$ cat src/rtl/secure_launch_seq.sv
module secure_launch_seq #(
  parameter int ADDR_W   = 32,
  parameter int IMG_LOG2 = 16,
  parameter int TMO_W    = 16
) (
  input  logic              clk,
  input  logic              rst_n,
  input  logic              launch_req,
  input  logic [ADDR_W-1:0] launch_base,
  input  logic [TMO_W-1:0]  tmo_limit,
  output logic              busy,
  output logic              err_align,
  output logic              err_timeout,
  output logic              irq_mask,
  output logic              regs_reset,
  output logic              fence_en,
  output logic [ADDR_W-1:0] fence_base,
  output logic [ADDR_W-1:0] fence_limit,
  output logic              mem_rd_en,
  output logic [ADDR_W-1:0] mem_rd_addr,
  input  logic              mem_rd_rdy,
  input  logic [7:0]        mem_rd_data,
  output logic              tm_valid,
  output logic [7:0]        tm_data,
  output logic              tm_last,
  output logic              tm_locality,
  input  logic              tm_ack,
  output logic              jump_valid,
  output logic [ADDR_W-1:0] jump_addr
);

  localparam int PAGE_W = ADDR_W - IMG_LOG2;

  typedef enum logic [2:0] {
    ST_IDLE, ST_MASK, ST_FENCE, ST_SCRUB, ST_STREAM, ST_WAIT, ST_JUMP, ST_FAIL
  } phase_t;

  phase_t              phase;
  logic [PAGE_W-1:0]   page_q;
  logic [IMG_LOG2-1:0] offs_q;
  logic [TMO_W-1:0]    tmo_q;
  logic [TMO_W-1:0]    wait_q;
  logic                misaligned;
  logic [TMO_W-1:0]    wait_max;

  assign misaligned = |launch_base[IMG_LOG2-1:0];
  assign wait_max   = (tmo_q == '0) ? '0 : tmo_q - TMO_W'(1);

  always_ff @(posedge clk) begin
    if (!rst_n) begin
      phase     <= ST_IDLE;
      page_q    <= '0;
      offs_q    <= '0;
      tmo_q     <= '0;
      wait_q    <= '0;
      err_align <= 1'b0;
      tm_valid  <= 1'b0;
      tm_data   <= '0;
      tm_last   <= 1'b0;
    end else begin
      err_align <= 1'b0;
      tm_valid  <= 1'b0;
      tm_last   <= 1'b0;
      unique case (phase)
        ST_IDLE: if (launch_req) begin
          if (misaligned) begin
            err_align <= 1'b1;
          end else begin
            page_q <= launch_base[ADDR_W-1:IMG_LOG2];
            tmo_q  <= tmo_limit;
            phase  <= ST_MASK;
          end
        end
        ST_MASK:  phase <= ST_FENCE;
        ST_FENCE: phase <= ST_SCRUB;
        ST_SCRUB: begin
          offs_q <= '0;
          phase  <= ST_STREAM;
        end
        ST_STREAM: if (mem_rd_rdy) begin
          tm_valid <= 1'b1;
          tm_data  <= mem_rd_data;
          offs_q   <= offs_q + 1'b1;
          if (&offs_q) begin
            tm_last <= 1'b1;
            wait_q  <= '0;
            phase   <= ST_WAIT;
          end
        end
        ST_WAIT: begin
          if (tm_ack)                  phase  <= ST_JUMP;
          else if (wait_q == wait_max) phase  <= ST_FAIL;
          else                         wait_q <= wait_q + 1'b1;
        end
        ST_JUMP: phase <= ST_IDLE;
        ST_FAIL: phase <= ST_FAIL;
        default: phase <= ST_IDLE;
      endcase
    end
  end

  assign busy        = phase inside {ST_MASK, ST_FENCE, ST_SCRUB, ST_STREAM, ST_WAIT};
  assign irq_mask    = phase != ST_IDLE;
  assign fence_en    = phase inside {ST_FENCE, ST_SCRUB, ST_STREAM, ST_WAIT, ST_JUMP, ST_FAIL};
  assign regs_reset  = phase == ST_SCRUB;
  assign err_timeout = phase == ST_FAIL;
  assign fence_base  = {page_q, {IMG_LOG2{1'b0}}};
  assign fence_limit = {page_q, {IMG_LOG2{1'b1}}};
  assign mem_rd_en   = phase == ST_STREAM;
  assign mem_rd_addr = {page_q, offs_q};
  assign tm_locality = tm_valid;
  assign jump_valid  = phase == ST_JUMP;
  assign jump_addr   = fence_base;

  AST_MASK_BEFORE_READ: assert property (@(posedge clk) disable iff (!rst_n)
    mem_rd_en |-> irq_mask && fence_en && !regs_reset);
  AST_MASK_BEFORE_FENCE: assert property (@(posedge clk) disable iff (!rst_n)
    $rose(fence_en) |-> $past(irq_mask));
  AST_READ_IN_FENCE: assert property (@(posedge clk) disable iff (!rst_n)
    mem_rd_en |-> mem_rd_addr >= fence_base && mem_rd_addr <= fence_limit);
  AST_SCRUB_PULSE: assert property (@(posedge clk) disable iff (!rst_n)
    regs_reset |=> !regs_reset && mem_rd_en);
  AST_LOCALITY_SCOPE: assert property (@(posedge clk) disable iff (!rst_n)
    tm_locality |-> fence_en && irq_mask && !regs_reset && !jump_valid);
  AST_JUMP_PULSE: assert property (@(posedge clk) disable iff (!rst_n)
    jump_valid |=> !jump_valid && !irq_mask && !fence_en);
  AST_ALIGN_QUIET: assert property (@(posedge clk) disable iff (!rst_n)
    err_align |-> !busy && !irq_mask && !fence_en);
  AST_BASE_HELD: assert property (@(posedge clk) disable iff (!rst_n)
    busy |=> $stable(fence_base));
  AST_FAIL_STICKY: assert property (@(posedge clk) disable iff (!rst_n)
    err_timeout |=> err_timeout && irq_mask && fence_en && !busy);

endmodule

$ cat config.mk
export PLATFORM = sky130hd
export DESIGN_NAME = secure_launch_seq
export DESIGN_NICKNAME = d
export VERILOG_FILES = /design/src/rtl/secure_launch_seq.sv
export SDC_FILE = /design/constraint.sdc
export NUM_CORES = 1
export LEC_CHECK = 0
export BUFFER_PORTS_ARGS = -buffer_cell sky130_fd_sc_hd__buf_4
export CAP_MARGIN = 20
export CORE_MARGIN = 2
export CORE_UTILIZATION = 45
export CTS_BUF_LIST = sky130_fd_sc_hd__clkbuf_8
export DETAILED_ROUTE_END_ITERATION = 12
export PLACE_DENSITY = 0.77
export REMOVE_ABC_BUFFERS = 1
export SYNTH_ARGS = -nofsm -noshare
export SYNTH_HDL_FRONTEND = slang
export SYNTH_SLANG_ARGS = --single-unit
$ cat constraint.sdc
create_clock -name clk -period 3.27 [get_ports clk]
set_clock_uncertainty 0.1 [all_clocks]
set_input_delay 0.327 -clock clk [delete_from_list [all_inputs] [get_ports clk]]
set_output_delay 0.327 -clock clk [all_outputs]
set_load 0.02 [all_outputs]
* Word-level counts from Yosys, hierarchy flattened
Index checks and enable logic that the tools add are counted.
** Cells by class
- Add/sub/neg operators :: 3
- Bitwise logic cells :: 1
- Multiplexer cells :: 18
- Reductions and logical operators :: 17
- Equal/unequal tests :: 15
** Operators by type and width (number)
- 16-bit 2-to-1 mux :: 6
- 16-bit one-hot mux with 2 select lines :: 2
- 16-bit by 1-bit adder with 16-bit output (second input constant) :: 2
- 3-bit one-hot mux with 8 select lines :: 1
- 3-bit 2-to-1 mux :: 6
- 16-bit equality test :: 1
- 16-bit zero test :: 1
- 16-bit AND reduction :: 1
- 16-bit OR reduction :: 1
- 16-bit by 1-bit subtractor with 16-bit output (second input constant) :: 1
- 3-bit equality test (second input constant) :: 4
- 5-bit AND reduction :: 2
- 3-bit AND reduction :: 3
- 2-bit inequality test (second input constant) :: 4
- 3-bit by 2-bit equality test with 1-bit output (second input constant) :: 2
- 2-bit AND reduction :: 3
- 6-bit nonzero test :: 1
- 5-bit nonzero test :: 1
- 2-bit by 1-bit inequality test with 1-bit output (second input constant) :: 2
- 2-bit nonzero test :: 2
- 3-bit by 1-bit equality test with 1-bit output (second input constant) :: 1
- 3-bit zero test :: 1
- 1-bit 2-to-1 mux :: 3
- 3-bit inequality test (second input constant) :: 1
- 2 further kinds :: 2
** Storage, ports and cells
- Word-level logic and storage cells :: 63
- Input bits :: 61
- Bits in registers :: 78
- Output and inout port bits :: 147

* Longest topological paths before layout
Gate-level depths: netlist of run 1.
- Word-level depth :: 6
- Gate-level depth with buffers :: 13
- Mapped depth without buffers :: 11

* Worst setup path after synthesis of run 1
Ideal clock, no wire load.
- Path kind :: register to register
- Start point :: register tmo_q[0]
- End point :: register wait_q[14]
- Cell stages (with the launch flop) :: 14
- Arrival time :: 2557 ps
- Clock period less this slack :: 2728 ps
- Setup time :: 70 ps
- Slack :: 542 ps
- Data required time :: 3100 ps
- Buffers on the path :: 2
- Cells stage by stage :: dfxtp_1 > inv_1 > ha_1 > clkbuf_1 > nor4b_1 > and4_1 > o21a_1 > a21oi_1 > nand4_1 > nand4b_1 > o21ai_2 > buf_6 > or4_1 > a21oi_1
** On the way
- Cells in the longest elaborated chain, start to end :: 5
- Elaborated cells between the ends (all ways) :: 6
- Classes of those cells :: add/sub: 1; eq/ne: 2; mux: 1; reduce/logical: 2
** RTL lines
- start, declared :: line 41 : logic [TMO_W-1:0] tmo_q;
- start signal, assigned :: line 70 : tmo_q <= tmo_limit;
- 16-bit by 1-bit subtractor with 16-bit output / 16-bit zero test (equally long branches) :: line 47 : assign wait_max = (tmo_q == '0) ? '0 : tmo_q - TMO_W'(1);
- 16-bit 2-to-1 mux (*) :: line 47
- 16-bit equality test (*) :: line 92 : else if (wait_q == wait_max) phase <= ST_FAIL;
- 2-bit inequality test (no source line) (*)
- 5-bit AND reduction (no source line) (*)
- end signal, assigned :: line 93 : else wait_q <= wait_q + 1'b1;
- end, declared :: line 42 : logic [TMO_W-1:0] wait_q;
Mark *: on every way between the ends. The rest lies on a longest branch, timed or not.
A chain may end at the register's enable or synchronous reset.

* Worst setup path in the final report of run 1
- Start point :: register tmo_q[2]
- End point :: register wait_q[13]
The elaborated chain is that of the path after synthesis.

==> metrics.md, run 1 <==
| Metric | Value |
|---|---|
| Clock tree buffer depth | 2 |
| Wire length per cell | 14.0 um |
| First-pass GRT wire length | 18700 um |
| Synth Instances | 626 |
| Slowest cell on crit path | or4_1 |
| # hold bufs at CTS | 0 |
| Critical path start-end classification | flip-flop to flip-flop |
| Hpwl dp | 9210 um |
| Period utilisation layout | 0.945 |
| Fin. max-slew vios | 0 |
| Total track usage | 0.205 |
| Most used DFF post-synth | dfxtp_1 |
| Period minus WS final | 3.09 ns |
| Post-route setup TNS | 0 ns |
| Worst path most repeated cell | or4_1 |
| Initial Utilization | 0.461 |
| Post-synth ARST share | 0 |
| Synth cell types | 54 |
| Final Hold Viols | 0 |
| Final Setup Violations | 0 |
| Fmax | 0.324 GHz |
| Pwr Total | 1.91 mW |
| I/O Buffers | 159 |
| Clock-pin slew on the worst setup and hold paths | 0.08 ns |
| Multi-input logic area | 2460 um^2 |
| Top delay family on crit path | simple AND/OR/NAND/NOR gates |
| Initial DRC Count | 278 |
| Layout net count | 792 |
| Max incr delay on CP | 0.61 ns |
| RSZ-0062 raised after global routing | false |
| FF+latch count, synth | 78 |
| Crit Path Max Fanout | 7 |
| Data arrival time of the worst path | 3.27 ns |
| Final wirelength | 12100 um |
| Antenna viol nets, final | 0 |
| # rows | 37 |
| Detailed Routing Iterations Pass 1 | 5 |
| Worst path bufs/invs | 1 |
| Status | complete, no violations |
| Power Density | 330 nW/um^2 |
| Startpoint types | flip-flop |
| Vias in the first global route | 3885 |
| Max cap viols | 0 |
| Clock root buffer | clkbuf_8 |
| Post-synth EDFFs | 0 |
| Share of layout cells above drive strength 1 | 0.282 |
| H-Tree Depth | 3 |
| Vias post-DR | 4482 |
| DIE WIDTH | 107 um |
| Worst path required time | 3.45 ns |
| CTS tree | done |
| Slew HR | 0.490 |
| Slew @ Worst Pin | 0.764 ns |
| Synthesis-to-finish area growth | 21.9% |
| Clock Sinks | 78 |
| Initial antenna violation count | 0 |
| Via/cell ratio | 5.16 |
| # IOs | 208 |
| Inserted Clock Buffers | 9 |
| Syn Std Cell Area | 4730 um^2 |
| Grt ovf | 0 |
| Core area | 10300 um^2 |
| Ys Warns | 0 |
| Drt drc | 0 |
| Sequential-to-total area share from yosys stat | 0.330 |
| Mean Syn Cell Area | 7.56 um^2 |
| Leak | 2.56 nW |
| Fillcell total | 932 |
| Antenna Diode Count | 0 |
| Routability cong. | 0.910 |
| Die area | 11400 um^2 |
| Worst-skew pair later-pin latency | 0.36 ns |
| Commonest non-fill, non-tap cell in the layout | buf_4 |
| Endpoint type of the worst setup path | flip-flop |
| Peak VDD IR | 0.000223 V |
| Total area of sequential cells | 1560 um^2 |
| Largest net degree at the start of global routing | 33 |
| Most frequent cells in the layout | buf_4 (174), nand2_1 (111), dfxtp_1 (78) |
| Min-delay worst type | primary input to flip-flop |
| Die height | 107 um |
| Crit-path cells | or4_1, o41ai_1, o21ai_0, xnor2_1, nand4_1, nand4b_1, o21ai_4, buf_4, or4_1, a21oi_1 |
[cell families after synthesis]
family,Yosys count,share of synthesized area
XOR/XNOR,26,0.0513
adder cells (fa/ha/maj),3,0.00793
buffers and inverters,139,0.190
multiplexers,6,0.0135
AO/OA/AOI/OAI,117,0.142
other,2,0.00159
AND/OR/NAND/NOR,255,0.264
flip-flops,78,0.330
[final timing paths]
path	start	to	slack [ns]	depth (start not counted)
worst max-delay path	tmo_q[2]$_SDFFE_PN0P_	wait_q[13]$_SDFFE_PN0P_	0.18	10
worst max register to register	tmo_q[2]$_SDFFE_PN0P_	wait_q[13]$_SDFFE_PN0P_	0.18	10
worst min-delay path	tm_ack	phase[0]$_SDFFE_PN0P_	0.07	2
worst min register to register	tm_data[1]$_SDFFE_PN0P_	tm_data[1]$_SDFFE_PN0P_	0.37	2
[Yosys cell counts (2+ instances only)]
cell type	number	area [um^2]
a211oi_1	4	30.0
a21oi_1	69	345
a311oi_1	2	17.5
a31oi_1	2	12.5
and2_1	2	12.5
and3_1	12	75.1
buf_1	2	7.51
buf_2	3	15.0
buf_4	97	728
clkbuf_1	26	97.6
conb_1	2	7.51
dfxtp_1	78	1560
ha_1	3	37.5
inv_1	9	33.8
mux2_2	3	33.8
mux2i_1	3	30.0
nand2_1	111	417
nand2b_1	2	12.5
nand3_1	20	100
nand3b_1	2	15.0
nand4_1	13	81.3
nor2_1	35	131
nor2b_1	5	31.3
nor3_1	9	45.0
nor3_2	2	20.0
nor3b_1	2	15.0
nor4_1	9	56.3
nor4b_1	2	17.5
o21a_1	2	15.0
o21ai_0	20	100
o31ai_1	8	60.1
or2_2	3	18.8
or3_1	13	81.3
or4_1	8	60.1
xnor2_1	6	52.6
xor2_1	19	166
[per-stage QoR]
step	instances	util	hold WS [ns]	worst slack, ns	area [um^2]
after global placement	849	0.535	0.346	0.223	5500
after CTS	865	0.557	0.0421	0.149	5730
final	869	0.562	0.0689	0.180	5770
after floorplan	542	-	0.324	0.292	4040
after global routing	869	0.562	0.0483	0.0308	5770
after detailed placement	849	0.535	0.353	0.178	5500
[power by group]
group / total [mW] / switching [mW] / internal, mW
Combinational: 0.126 / 0.0774 / 0.0481
Clock: 0.831 / 0.375 / 0.456
Sequential: 0.949 / 0.000145 / 0.949
Total: 1.91 / 0.453 / 1.45
[registers in the layout, summed over array words and instances (netlist names), named ones only]
| signal | cells |
|---|---|
| tm_locality | 1 |
| page_q | 16 |
| phase | 2 |
| err_align | 1 |
| tm_data | 8 |
| wait_q | 16 |
| tm_last | 1 |
| tmo_q | 16 |
| offs_q | 16 |
[repair_timing]
item                       CTS  global route
buffers inserted             0             4
setup endpoints to repair    0            13
gates resized for setup      0             3
[worst reg2reg max path, delay by kind of cell, from the launching register on]
family	cells	cell delay, ns
AOI/OAI and AO/OA	4	0.82
and+or+nand+nor	4	1.39
DFF	1	0.39
buffers and inverters	1	0.15
xor gates and xnor gates	1	0.16
[per-layer routing]
metal / part of all wire / vias up / GRT usage / routed length [um]
met5: 0 / - / 0 / 0
met4: 0.019 / 0 / 0.0770 / 234
met3: 0.068 / 18 / 0.0460 / 827
met2: 0.50 / 200 / 0.343 / 6110
met1: 0.41 / 2059 / 0.256 / 4970
li1: - / 2205 / - / -
[cell type report]
type / instances / area share
Inverter: 9 / 0.00585
Clock buffer: 10 / 0.0238
Timing Repair Buffer: 175 / 0.227
Tap cell: 136 / 0.0295
Sequential cell: 78 / 0.271
Clock inverter: 6 / 0.0160
Multi-Input combinational cell: 455 / 0.427
Note: power is estimated with default switching activity, not from simulation.
==> run 2: changes to the inputs <==
--- a/config.mk
+++ b/config.mk
@@ -5,14 +5,17 @@
 export SDC_FILE = /design/constraint.sdc
 export NUM_CORES = 1
 export LEC_CHECK = 0
+export ABC_AREA = 1
 export BUFFER_PORTS_ARGS = -buffer_cell sky130_fd_sc_hd__buf_4
 export CAP_MARGIN = 20
 export CORE_MARGIN = 2
 export CORE_UTILIZATION = 45
 export CTS_BUF_LIST = sky130_fd_sc_hd__clkbuf_8
 export DETAILED_ROUTE_END_ITERATION = 12
-export PLACE_DENSITY = 0.77
+export PLACE_DENSITY = 0.76
+export RECOVER_POWER = 50
 export REMOVE_ABC_BUFFERS = 1
+export SLEW_MARGIN = 15
 export SYNTH_ARGS = -nofsm -noshare
 export SYNTH_HDL_FRONTEND = slang
 export SYNTH_SLANG_ARGS = --single-unit
==> metrics.md, run 2 <==
| Metric | Value |
|---|---|
| Power Density | 339 nW/um^2 (+2.6%) |
| Fmax | 0.376 GHz (+16%) |
| Worst-skew pair later-pin latency | 0.36 ns (about the same) |
| Largest net degree at the start of global routing | 47 (+42%) |
| Final wirelength | 11900 um (-2.4%) |
| Top delay family on crit path | simple AND/OR/NAND/NOR gates |
| Slowest cell on crit path | dfxtp_1 |
| Post-synth EDFFs | 0 (unchanged) |
| Hold path depth | 3 (+1) |
| R2R cell count | 15 (+5) |
| Wire length per cell | 12.3 um (-12%) |
| Status | complete, no violations |
| Hpwl dp | 8840 um (-4.1%) |
| Commonest non-fill, non-tap cell in the layout | nand2_1 |
| Setup Buffers After CTS | 0 (unchanged) |
| Share of layout cells above drive strength 1 | 0.131 (-0.151) |
| Detailed Routing Iterations Pass 1 | 5 (unchanged) |
| Endpoint type of the worst setup path | flip-flop |
| CTS tree | done |
| Synth area leader | dfxtp_1 |
| Min-delay worst type | primary input to flip-flop |
| Core area | 10400 um^2 (+1.4%) |
| Critical path start-end classification | flip-flop to flip-flop |
| Slew @ Worst Pin | 0.665 ns (-0.0992 ns) |
| Fin cells | 965 (+11%) |
| I/O Buffers | 159 (unchanged) |
| Crit Path Max Fanout | 29 (+22) |
| Slew HR | 0.553 (+0.0633) |
| FF+latch count, synth | 78 (unchanged) |
| Die area | 11600 um^2 (+2.4%) |
| Clock root buffer | clkbuf_8 |
| Drt drc | 0 (unchanged) |
| Antenna Diode Count | 0 (unchanged) |
| Final Setup Violations | 0 (unchanged) |
| Max cap viols | 0 (unchanged) |
| Top post-synthesis cells by area | dfxtp_1 (32%), buf_4 (15%), nand2_1 (9.6%), nor2_1 (8.3%), nand3_1 (6.3%) |
| Most frequent cells in the layout | nand2_1 (124), nor2_1 (107), clkbuf_1 (86) |
| Clock-pin slew on the worst setup and hold paths | 0.09 ns (about the same) |
| # hold bufs at CTS | 0 (unchanged) |
| Top-area cell type share of the netlist area | 0.322 (-0.00792) |
| Clock tree buffer depth | 2 (unchanged) |
| Startpoint types | flip-flop |
| Vias post-DR | 4618 (+3.0%) |
| Synthesis-to-finish area growth | 12.4% |
| Synth cell types | 28 (-48%) |
| Inserted Clock Buffers | 9 (unchanged) |
| Most used DFF post-synth | dfxtp_1 |
| Layout net count | 888 (+12%) |
| Sequential-to-total area share from yosys stat | 0.322 (-0.00792) |
| Vias in the first global route | 3943 (+1.5%) |
| # rows | 37 (unchanged) |
| DIE WIDTH | 108 um (+1.2%) |
| Period utilisation layout | 0.813 (-0.132) |
| Hold slack | 0.0923 ns (+0.0234 ns) |
| DP Cell Count | 949 (+12%) |
| Crit-path cells | inv_1, ha_1, nand2_2, nor2_2, nand2_2, nand3_1, nand3_1, nor2_1, nand3_1, nor2_2, nand2_2, nand2_4, nand2_4, nand2_1, a21oi_1 |
| Initial Utilization | 0.466 (+0.00503) |
| Post-route setup TNS | 0 ns (unchanged) |
| Worst path bufs/invs | 1 (unchanged) |
| Ys Warns | 0 (unchanged) |
| Fillcell total | 1146 (+23%) |
| Max incr delay on CP | 0.31 ns (-0.30 ns) |
| Die height | 108 um (+1.2%) |
| First-pass GRT wire length | 18900 um (+0.66%) |
| Peak VDD IR | 0.000215 V (-3.4%) |
| CP Depth | 15 (+5) |
| Fin. max-slew vios | 0 (unchanged) |
| Period minus WS final | 2.66 ns (-0.432 ns) |
| Pwr Total | 1.85 mW (-3.1%) |
| Leak | 2.22 nW (-14%) |
| Initial antenna violation count | 0 (unchanged) |
| Most common library cells after synthesis | nand2_1 (124), nor2_1 (107), buf_4 (97), dfxtp_1 (78), nand3_1 (61) |
| Syn Std Cell Area | 4850 um^2 (+2.5%) |
| Mean Syn Cell Area | 6.69 um^2 (-12%) |
| Most instantiated library cell after synthesis | nand2_1 |
| Total track usage | 0.200 (-0.00474) |
| Post-CTS Resized | 0 (unchanged) |
| Post-synth ARST share | 0 (unchanged) |
| Antenna viol nets, final | 0 (unchanged) |
| Via/cell ratio | 4.79 (-7.2%) |
| Final Core Density | 0.523 (-0.0384) |
| RSZ-0062 raised after global routing | false |
| Initial DRC Count | 237 (-15%) |
| # IOs | 208 (unchanged) |
| Grt ovf | 0 (unchanged) |
| Synth Instances | 725 (+16%) |
| Routability cong. | 0.908 (-0.26%) |
| Clock Sinks | 78 (unchanged) |
| Final Hold Viols | 0 (unchanged) |
| H-Tree Depth | 3 (unchanged) |
| Data arrival time of the worst path | 2.79 ns (-0.48 ns) |
| Worst path required time | 3.40 ns (-0.05 ns) |
run 2: changes by cell type after synthesis, sizes merged, moves of 7 or more:
| cell | previous run | this run |
|---|---|---|
| nand3 | 20 | 61 |
| clkbuf | 27 | 17 |
| nor2 | 36 | 115 |
| nand2 | 111 | 130 |
| a21oi | 69 | 50 |
| inv | 9 | 53 |
| and3 | 12 | 1 |
| o21ai | 21 | 43 |
| or4 | 8 | 0 |
| or3 | 13 | 0 |
| o31ai | 8 | 0 |
| nor3 | 11 | 18 |
run 2: worst min-delay path: cells and delay by family:
family | cells | cell delay (ns)
buffers and inverters | 2 | 0.12
and+or+nand+nor | 1 | 0.08
run 2: power breakdown:
group,switching (mW),internal [mW]
sequential,0.000158,0.949
combinational,0.0833,0.0523
clock,0.398,0.364
run 2: metrics by stage:
| step | setup slack (ns) | instance area, um^2 |
|---|---|---|
| after global placement | 0.712 | 5570 |
| after floorplan | 0.715 | 4160 |
| after detailed placement | 0.645 | 5570 |
| after CTS | 0.617 | 5770 |
| after global routing | 0.235 | 5450 |
| final | 0.612 | 5450 |
run 2: routing by layer:
| layer | global-route usage | wire length (um) | vias up |
|---|---|---|---|
| li1 | - | - | 2404 |
| met1 | 0.271 | 5480 | 2066 |
| met2 | 0.319 | 5600 | 131 |
| met3 | 0.0406 | 596 | 17 |
| met4 | 0.0604 | 177 | 0 |
| met5 | 0 | 0 | - |
run 2: kinds of logic after synthesis:
group,share of synthesized area
AND/OR/NAND/NOR,0.315
buffers and inverters,0.220
AO/OA/AOI/OAI,0.103
flip-flops,0.322
XOR/XNOR,0.0307
adder cells (fa/ha/maj),0.00774
other,0.00155
run 2: path summary, 6_finish.rpt:
| path | from | end | slack, ns |
|---|---|---|---|
| worst max register to register | tmo_q[0]$_SDFFE_PN0P_ | wait_q[9]$_SDFFE_PN0P_ | 0.61 |
| worst max-delay path | tmo_q[0]$_SDFFE_PN0P_ | wait_q[9]$_SDFFE_PN0P_ | 0.61 |
| worst min register to register | tm_data[4]$_SDFFE_PN0P_ | tm_data[4]$_SDFFE_PN0P_ | 0.36 |
| worst min-delay path | launch_req | err_align$_SDFF_PN0_ | 0.09 |
run 2: area by class of cell:
type,count,area [um^2],share of cell area
multi-input combinational,516,2400,0.440
sequential,78,1560,0.287
timing repair buffer,165,916,0.168
inverter,54,203,0.0372
tap,136,170,0.0312
clock buffer,9,124,0.0227
clock inverter,7,80.1,0.0147
